## src/rtl/simd_br_pkg.sv

```systemverilog
package simd_br_pkg;
  typedef enum logic [1:0] {
    OP_PLAIN = 2'd0,
    OP_CMP   = 2'd1,
    OP_JCOND = 2'd2,
    OP_JUMP  = 2'd3
  } br_op_e;
endpackage

```

## src/rtl/jump_decide.sv

```systemverilog
module jump_decide #(
  parameter int AW = 8
) (
  input  logic          is_jump,
  input  logic          uncond,
  input  logic          cond,
  input  logic [AW-1:0] pc,
  input  logic [AW-1:0] target,
  output logic          park,
  output logic [AW-1:0] restart
);
  logic ahead;
  logic taken;

  always_comb begin
    ahead   = pc < target;
    taken   = uncond | cond;
    // ahead + taken, or back + not taken, both leave the lane behind
    park    = is_jump & (ahead ? taken : ~taken);
    restart = ahead ? target : AW'(pc + 1'b1);
  end
endmodule

```

## src/rtl/pe_branch_lane.sv

```systemverilog
module pe_branch_lane
  import simd_br_pkg::*;
#(
  parameter int AW = 8
) (
  input  logic          clk,
  input  logic          rst_n,
  input  logic          instr_valid,
  input  br_op_e        op,
  input  logic [AW-1:0] pc,
  input  logic [AW-1:0] target,
  input  logic          cmp_bit,
  output logic          exec_en,
  output logic          af_o
);
  logic          af_q;
  logic          cond_q;
  logic [AW-1:0] tar_q;
  logic          wake;
  logic          live;
  logic          go;
  logic          park;
  logic [AW-1:0] restart;

  assign wake    = ~af_q & instr_valid & (pc == tar_q);
  assign live    = af_q | wake;
  assign go      = instr_valid & live;
  assign exec_en = go;
  assign af_o    = af_q;

  jump_decide #(.AW(AW)) u_decide (
    .is_jump (op == OP_JCOND || op == OP_JUMP),
    .uncond  (op == OP_JUMP),
    .cond    (cond_q),
    .pc      (pc),
    .target  (target),
    .park    (park),
    .restart (restart)
  );

  always_ff @(posedge clk) begin
    if (!rst_n) begin
      af_q   <= 1'b1;
      cond_q <= 1'b0;
      tar_q  <= '0;
    end else if (go) begin
      if (op == OP_CMP) cond_q <= cmp_bit;
      if (park) begin
        af_q  <= 1'b0;
        tar_q <= restart;
      end else begin
        af_q  <= 1'b1;
      end
    end
  end

  // forward taken jump parks at the destination
  p_fwd_park_r4: assert property (@(posedge clk) disable iff (!rst_n)
    (go && ((op == OP_JCOND && cond_q) || op == OP_JUMP) && pc < target)
    |=> (!af_q && tar_q == $past(target)));

  // backward not-taken jump parks at the following address
  p_bwd_park_r7: assert property (@(posedge clk) disable iff (!rst_n)
    (go && op == OP_JCOND && !cond_q && pc >= target)
    |=> (!af_q && tar_q == AW'($past(pc) + 1'b1)));

  // backward unconditional jump keeps the lane live
  p_bwd_stay_r6: assert property (@(posedge clk) disable iff (!rst_n)
    (go && op == OP_JUMP && pc >= target) |=> af_q);

  // a sleeping lane with no matching beat holds its state
  p_sleep_hold_r9: assert property (@(posedge clk) disable iff (!rst_n)
    (!af_q && !(instr_valid && pc == tar_q))
    |=> (!af_q && $stable(tar_q) && $stable(cond_q)));

  // a matching beat is executed by the sleeping lane
  p_wake_exec_r10: assert property (@(posedge clk) disable iff (!rst_n)
    (!af_q && instr_valid && pc == tar_q) |-> exec_en);
endmodule

```

## src/rtl/simd_pe_array.sv

```systemverilog
module simd_pe_array
  import simd_br_pkg::*;
#(
  parameter int N_PE = 4,
  parameter int AW   = 8
) (
  input  logic            clk,
  input  logic            rst_n,
  input  logic            instr_valid,
  input  logic [1:0]      instr_op,
  input  logic [AW-1:0]   instr_addr,
  input  logic [AW-1:0]   instr_target,
  input  logic [N_PE-1:0] pe_cmp_result,
  output logic [N_PE-1:0] pe_exec,
  output logic [N_PE-1:0] pe_active,
  output logic            any_active
);
  br_op_e op_dec;
  assign op_dec = br_op_e'(instr_op);

  for (genvar i = 0; i < N_PE; i++) begin : g_lane
    pe_branch_lane #(.AW(AW)) u_lane (
      .clk         (clk),
      .rst_n       (rst_n),
      .instr_valid (instr_valid),
      .op          (op_dec),
      .pc          (instr_addr),
      .target      (instr_target),
      .cmp_bit     (pe_cmp_result[i]),
      .exec_en     (pe_exec[i]),
      .af_o        (pe_active[i])
    );
  end

  assign any_active = |pe_active;

  // with every lane asleep and no beat, nothing can wake
  p_idle_quiet_r12: assert property (@(posedge clk) disable iff (!rst_n)
    (!any_active && !instr_valid) |=> !any_active);

  // while the OR is low, no lane reports live
  p_or_low_r11: assert property (@(posedge clk) disable iff (!rst_n)
    !any_active |-> $countones(pe_active) == 0);
endmodule

```

## config.mk

```make
export PLATFORM = sky130hd
export DESIGN_NAME = simd_pe_array
export DESIGN_NICKNAME = d
export VERILOG_FILES = /design/src/rtl/simd_br_pkg.sv /design/src/rtl/jump_decide.sv /design/src/rtl/pe_branch_lane.sv /design/src/rtl/simd_pe_array.sv
export SDC_FILE = /design/constraint.sdc
export NUM_CORES = 1
export LEC_CHECK = 0
export BUFFER_PORTS_ARGS = -buffer_cell sky130_fd_sc_hd__buf_2
export CORE_AREA = 2 2 71 73
export CTS_CLUSTER_DIAMETER = 50
export CTS_CLUSTER_SIZE = 12
export DETAILED_ROUTE_END_ITERATION = 7
export DIE_AREA = 0 0 73 75
export GPL_TIMING_DRIVEN = 0
export PLACE_DENSITY = 0.74
export SYNTH_ARGS = -nofsm -noshare
export SYNTH_HDL_FRONTEND = slang
export SYNTH_SLANG_ARGS = --single-unit
```

## constraint.sdc

```tcl
create_clock -name clk -period 2.3 [get_ports clk]
set_input_delay 0.23 -clock clk [delete_from_list [all_inputs] [get_ports clk]]
set_output_delay 0.23 -clock clk [all_outputs]
set_load 0.01 [all_outputs]
```

# [Yosys cells after proc, flatten, opt, wreduce, memory -nomap -nowiden]
# Index checks and enable logic that the tools add are counted.
[classes] n_addsub=1 order_cmp=1 eq_ne=7 muxes=9 n_bitwise=32 reduce_logical=10
[op_table] operator="8-bit == test" count=4
[op_table] operator="1-bit bitwise AND" count=16
[op_table] operator="2-bit AND reduction" count=8
[op_table] operator="8-bit by 1-bit adder with 8-bit output, second input constant" count=1
[op_table] operator="8-bit less-than comparator" count=1
[op_table] operator="1-bit 2-to-1 mux" count=8
[op_table] operator="8-bit 2-to-1 mux" count=1
[op_table] operator="1-bit NOT" count=8
[op_table] operator="1-bit OR" count=8
[op_table] operator="2-bit == test, second input constant" count=2
[op_table] operator="4-bit OR reduction" count=1
[op_table] operator="2-bit by 1-bit == test with 1-bit output, second input constant" count=1
[op_table] operator="1-bit logical OR" count=1
[totals] regBits=40 inputBits=25 out_inout_bits=9 wordCells=72

# [Logic depth before layout (Yosys ltp)]
[logic_depth] ltp_word=6 mapped_depth=10 depth_no_buf=8

# [By module]
# Synthesis repeated with hierarchy kept, for this count alone.
[hier_totals] hier_cells=453 hier_area_um2=3781.1
[modules_own_cells] module="pe_branch_lane" instances=4 cells_each=59 area_per_inst_um2=534.3 seq_area_each_um2=200.2
[modules_own_cells] module="jump_decide" instances=4 cells_each=54 area_per_inst_um2=409.1 seq_area_each_um2=0.0
[modules_own_cells] module="simd_pe_array" instances=1 cells_each=1 area_per_inst_um2=7.5 seq_area_each_um2=0.0

# [Least setup slack after synthesis]
# Ideal clock, no wire load.
[synth_path] path_type="input to register" startpoint="input port instr_target[2]" endpoint="register g_lane[3].u_lane.tar_q[7]" setup_time_ns=0.117 arrival_time_ns=2.150 required_ns=2.183 setup_slack_ns=0.032 path_stages=10 n_path_buf=2 path_cell_list="inv_1 ha_1 a211o_1 a31oi_1 o311ai_2 buf_6 xor2_1 or3_1 buf_6 a32o_1"
[synth_via] elab_chain_cells=4 elab_cells_between_ends=5 classes_between="order compare: 1; mux: 2; bitwise: 1; reduce/logical: 1"
[synth_lines] item="start: declaration" line_no="simd_pe_array.sv:12" source="input logic [AW-1:0] instr_target,"
[synth_lines] item="8-bit less-than comparator (*)" line_no="jump_decide.sv:16" source="ahead = pc < target;"
[synth_lines] item="1-bit 2-to-1 mux" line_no="jump_decide.sv:19" source="park = is_jump & (ahead ? taken : ~taken);"
[synth_lines] item="1-bit bitwise AND" line_no="jump_decide.sv:19"
[synth_lines] item="2-bit AND reduction (no source line)"
[synth_lines] item="end signal: assignment" line_no="pe_branch_lane.sv:50" source="tar_q <= restart;"
[synth_lines] item="end: declaration" line_no="pe_branch_lane.sv:18" source="logic [AW-1:0] tar_q;"
# Every way passes the cells marked *; elsewhere a longest branch is shown, timed or not.
# A chain may end at the register's enable or synchronous reset.

# [Worst setup path after layout]
[layout_path] startpoint="input port instr_target[2]" endpoint="register g_lane[3].u_lane.tar_q[5]"
# The elaborated chain is that of the path after synthesis.

==> run summary <==
The routed wire length is 5960 um. CTS placed an instance of sky130_fd_sc_hd__clkbuf_8 at the clock tree root. For this run, the number of standard cells in the final layout without fillers is 367. In this run the most used layer during global routing was met2. The transition time at the pin with the least slew margin came out at approximately 0.66 ns.

The number of antenna diodes in the final layout is 0. Compared with the post-synthesis result, the final layout area differs by 17.5%. The share of final-layout standard cells stronger than drive strength 1 came out at 22.4%. The share of power burned in the clock network came out at 33.6%. After synthesis, the cell types taking the most area are sky130_fd_sc_hd__dfxtp_1 33%, sky130_fd_sc_hd__xor2_1 15%, sky130_fd_sc_hd__a32o_1 8.4%.

The detailed placement HPWL is 4390 um. For met1 alone, demand over resource in global routing was between 30% and 40%. The worst setup slack after placement came out at -0.283 ns. The distinct cell type count after synthesis is 34. The detail route stage leaves a number of antenna-violating nets equal to 0. The met2 layer usage reported by global route is 39.4%. The H-tree depth is 2. The buffering stage count on the worst path with inverters included is 4. The number of setup violations in the final report is 0. The number of nets in the synthesized netlist is between 300 and 400.

The cell area after synthesis is 2400 um2. The global router's overall resource usage is 23.4%. The maximum number of pins on one net before global-route repair came out at 15. The portion of total power attributed to combinational logic came out at 23.5%. The switching fraction of total power came out at 30.6%.

The number of hold buffers added after CTS came out at 0. The worst path in the final design needs a cycle of 2.17 ns, including I/O delays and setup. The run finished with clean final reports. The cell count after synthesis is 271. The initial antenna violation count came out at 0. The met3 track demand over resource came out at 4.15%. The area of the core came out at 4660 um2.

The mean cell area of the mapped netlist came out at just under 9 um2. After layout, the worst path uses 94.5% of the clock period. The final instance area came out at 2820 um2. The clock net in this run drives a total of 40 sinks. The detail-routed via count per cell is 5.69.

The worst clock skew on the final layout came out at 0.00423 ns. In this run, the number of DRC markers left after iteration 0 of detailed routing was 126. After floorplanning, the core was divided into 25 placement rows. The share of power burned in registers came out at 42.9%.

For this design the top-level I/O count stands at 34. The number of input and output port buffers inserted is 32. The worst hold slack after final layout is 0.170 ns. The filler cell count came out at slightly above 400. After synthesis the netlist holds a flip-flop and latch count of 40. Dividing the detail-routed wire length by the instance count gives 16.2 um.

Across the VDD grid, the largest voltage drop is 0.493 mV. The overall die height is 75 um. The family with the most delay on the worst path is compound AO/OA/AOI/OAI gates. The worst path setup slack after routing is 0.126 ns. The congestion estimate from routability-driven global placement came to 0.822. The total die area is 5480 um2. The die extent in x came out at 73 um.

The post-detailed-route DRC marker count is 0. For this run, the slowest stage of the critical path takes 0.33 ns. Of all cell types, the one taking the most synthesized area is sky130_fd_sc_hd__dfxtp_1.

The most used cell along the critical path is sky130_fd_sc_hd__buf_6. The post-route setup TNS came out at 0 ns. The arrival time at the worst endpoint came out at 2.37 ns. For the worst-skew pair, the clock arrives at the later sink with an insertion delay of 0.30 ns. The first detailed-routing pass ran for 4 iterations. The critical path goes through buf_2 -> inv_1 -> ha_4 -> a211o_1 -> a31oi_4 -> o311ai_4 -> buf_6 -> xor2_1 -> or3_1 -> buf_6 -> a32o_1. TritonCTS created 5 clock buffers. In this run the worst hold path is classified as in -> reg.

On the critical path, the stage with the largest delay is an instance of sky130_fd_sc_hd__or3_1. The startpoint type of the worst setup path is an input port. The total congestion overflow came out at 0.

The worst setup path is of the in -> reg kind. In this run the static leakage power is 1.31 nW. The starting utilization of the core area came out at 51.4%.

The number of pins exceeding their max-slew limit in the final report is 0. The data required time at the worst endpoint is 2.50 ns. The area share of the largest cell type after synthesis came out at 33.4%. The internal power is 1.24 mW.

The power density of the placed cells is 635 nW/um2. The number of cells in the design after placement is 357. The number of buffers on the longest clock path is 2. In this run the tightest slew margin relative to its limit is 55.6%. The via count of the first global-routing pass is 2,036. The net switching power came out at 0.547 mW. The vias after detailed routing is around 2.1k.

The number of hold-slack violations in the final timing report is 0. The CTS tree is built. The net count reported at finish came out at 345. The max-cap check violation count came out at 0. The post-place instance area is 2620 um2. The first-pass GRT wire length came out at 9760 um.

The number of warning messages in the yosys log came out at 0. The largest fanout on the critical path came out at 8. Setup repair after global routing left no endpoint under its margin. The share of synthesized area occupied by flip-flops and latches is 33.4%. The CTS clock-pin slew for the worst setup and hold paths is roughly 0.080 ns. The worst setup path is captured at a register. The highest clock rate came out at 460 MHz.
==> cells in the mapped netlist <==
cell type	number
sky130_fd_sc_hd__xor2_1	41
sky130_fd_sc_hd__dfxtp_1	40
sky130_fd_sc_hd__nor2_1	25
sky130_fd_sc_hd__nand2_1	21
sky130_fd_sc_hd__a32o_1	20
sky130_fd_sc_hd__mux2i_1	15
sky130_fd_sc_hd__buf_2	9
sky130_fd_sc_hd__o21ai_0	9
sky130_fd_sc_hd__buf_4	8
sky130_fd_sc_hd__ha_1	8
sky130_fd_sc_hd__nand3_1	8
sky130_fd_sc_hd__nor4_1	8
sky130_fd_sc_hd__clkbuf_1	7
sky130_fd_sc_hd__inv_1	7
sky130_fd_sc_hd__a21oi_1	5
sky130_fd_sc_hd__a31oi_1	5
sky130_fd_sc_hd__a211oi_1	4
sky130_fd_sc_hd__a21boi_0	4
sky130_fd_sc_hd__nor2b_1	4
sky130_fd_sc_hd__buf_6	3
sky130_fd_sc_hd__o211ai_1	3
sky130_fd_sc_hd__or3_1	3
sky130_fd_sc_hd__and3_1	2
sky130_fd_sc_hd__nand2b_1	2
sky130_fd_sc_hd__a211o_1	1
sky130_fd_sc_hd__a21o_1	1
sky130_fd_sc_hd__and2_1	1
sky130_fd_sc_hd__buf_1	1
sky130_fd_sc_hd__nand3b_1	1
sky130_fd_sc_hd__nand4_1	1
sky130_fd_sc_hd__o311ai_2	1
sky130_fd_sc_hd__or2_2	1
sky130_fd_sc_hd__or4_1	1
sky130_fd_sc_hd__xnor2_1	1
==> cells by family after synthesis <==
logic type | share of synthesized area (%)
simple gates | 15.2
xor+xnor | 15.4
buf+inv | 8.15
mux | 6.27
flops | 33.4
fa+ha+maj | 4.18
compound gates | 17.4
==> worst paths after layout <==
| path | from | end | slack (ns) | depth (start not counted) |
|---|---|---|---|---|
| min reg2reg | g_lane[2].u_lane.tar_q[3]$_SDFFE_PN0P_ | g_lane[2].u_lane.tar_q[3]$_SDFFE_PN0P_ | 0.48 | 2 |
| min | pe_cmp_result[3] | g_lane[3].u_lane.cond_q$_SDFFE_PN0P_ | 0.17 | 3 |
| max reg2reg | g_lane[1].u_lane.tar_q[2]$_SDFFE_PN0P_ | g_lane[1].u_lane.tar_q[1]$_SDFFE_PN0P_ | 0.16 | 6 |
| max | instr_target[2] | g_lane[3].u_lane.tar_q[5]$_SDFFE_PN0P_ | 0.13 | 11 |
==> state kept, by name, summed over array words and instances (netlist names) <==
signal                cells
g_lane.u_lane.cond_q      4
g_lane.u_lane.af_o        4
g_lane.u_lane.tar_q      32
==> what timing repair did <==
| item | 4_1_cts | 5_1_grt |
|---|---|---|
| setup buffers | 0 | 2 |
| endpoints found under the setup margin | 0 | 29 |
| resized for setup | 0 | 8 |
| hold endpoints to repair | 0 | 0 |
==> stage by stage <==
step	util, %	power, mW
2_1_floorplan	-	1.05
3_3_place_gp	56.3	1.16
3_5_place_dp	56.3	1.17
4_1_cts	58.8	1.76
5_1_grt	60.4	1.86
6_report	60.4	1.79
==> power groups by stage <==
stage / combinational, mW / clock, mW / sequential [mW]
floorplan: 0.280 / 0 / 0.775
global placement: 0.377 / 0 / 0.780
detailed placement: 0.384 / 0 / 0.782
CTS: 0.387 / 0.604 / 0.766
global route: 0.463 / 0.625 / 0.772
finish: 0.420 / 0.600 / 0.767
==> layout by cell type, fill, tap and decap left out, types with 2 or more instances in the layout <==
cell | Yosys | layout
sky130_fd_sc_hd__a211oi_1 | 4 | 4
sky130_fd_sc_hd__a21boi_0 | 4 | 4
sky130_fd_sc_hd__a21oi_1 | 5 | 5
sky130_fd_sc_hd__a31oi_1 | 5 | 4
sky130_fd_sc_hd__a32o_1 | 20 | 20
sky130_fd_sc_hd__and3_1 | 2 | 2
sky130_fd_sc_hd__buf_2 | 9 | 41
sky130_fd_sc_hd__buf_4 | 8 | 10
sky130_fd_sc_hd__buf_6 | 3 | 3
sky130_fd_sc_hd__clkbuf_1 | 7 | 7
sky130_fd_sc_hd__clkbuf_8 | 0 | 5
sky130_fd_sc_hd__dfxtp_1 | 40 | 40
sky130_fd_sc_hd__ha_1 | 8 | 7
sky130_fd_sc_hd__inv_1 | 7 | 7
sky130_fd_sc_hd__mux2i_1 | 15 | 15
sky130_fd_sc_hd__nand2_1 | 21 | 21
sky130_fd_sc_hd__nand2b_1 | 2 | 2
sky130_fd_sc_hd__nand3_1 | 8 | 8
sky130_fd_sc_hd__nor2_1 | 25 | 25
sky130_fd_sc_hd__nor2b_1 | 4 | 4
sky130_fd_sc_hd__nor4_1 | 8 | 4
sky130_fd_sc_hd__nor4_2 | 0 | 4
sky130_fd_sc_hd__o211ai_1 | 3 | 3
sky130_fd_sc_hd__o21ai_0 | 9 | 9
sky130_fd_sc_hd__or3_1 | 3 | 3
sky130_fd_sc_hd__xor2_1 | 41 | 41
==> cell type report <==
class	count	area [um2]	area share, %
Multi-Input combinational cell	196	1460	51.9
Sequential cell	40	801	28.4
Timing Repair Buffer	34	175	6.22
Buffer	28	169	6.00
Clock buffer	5	68.8	2.44
Tap cell	54	67.6	2.40
Clock inverter	3	46.3	1.64
Inverter	7	26.3	0.933
==> worst min-delay path: cells and delay by family <==
kind	cells	cell delay (ns)
and+or+nand+nor	1	0.04
buffers and inverters	1	0.09
AOI/OAI and AO/OA	1	0.06
==> layer usage <==
layer | share of wire (%) | wire (um)
met4 | 0.99 | 59
met5 | 0 | 0
met3 | 5.0 | 296
met1 | 45 | 2680
met2 | 49 | 2930
Power figures use the tool's default switching activity.
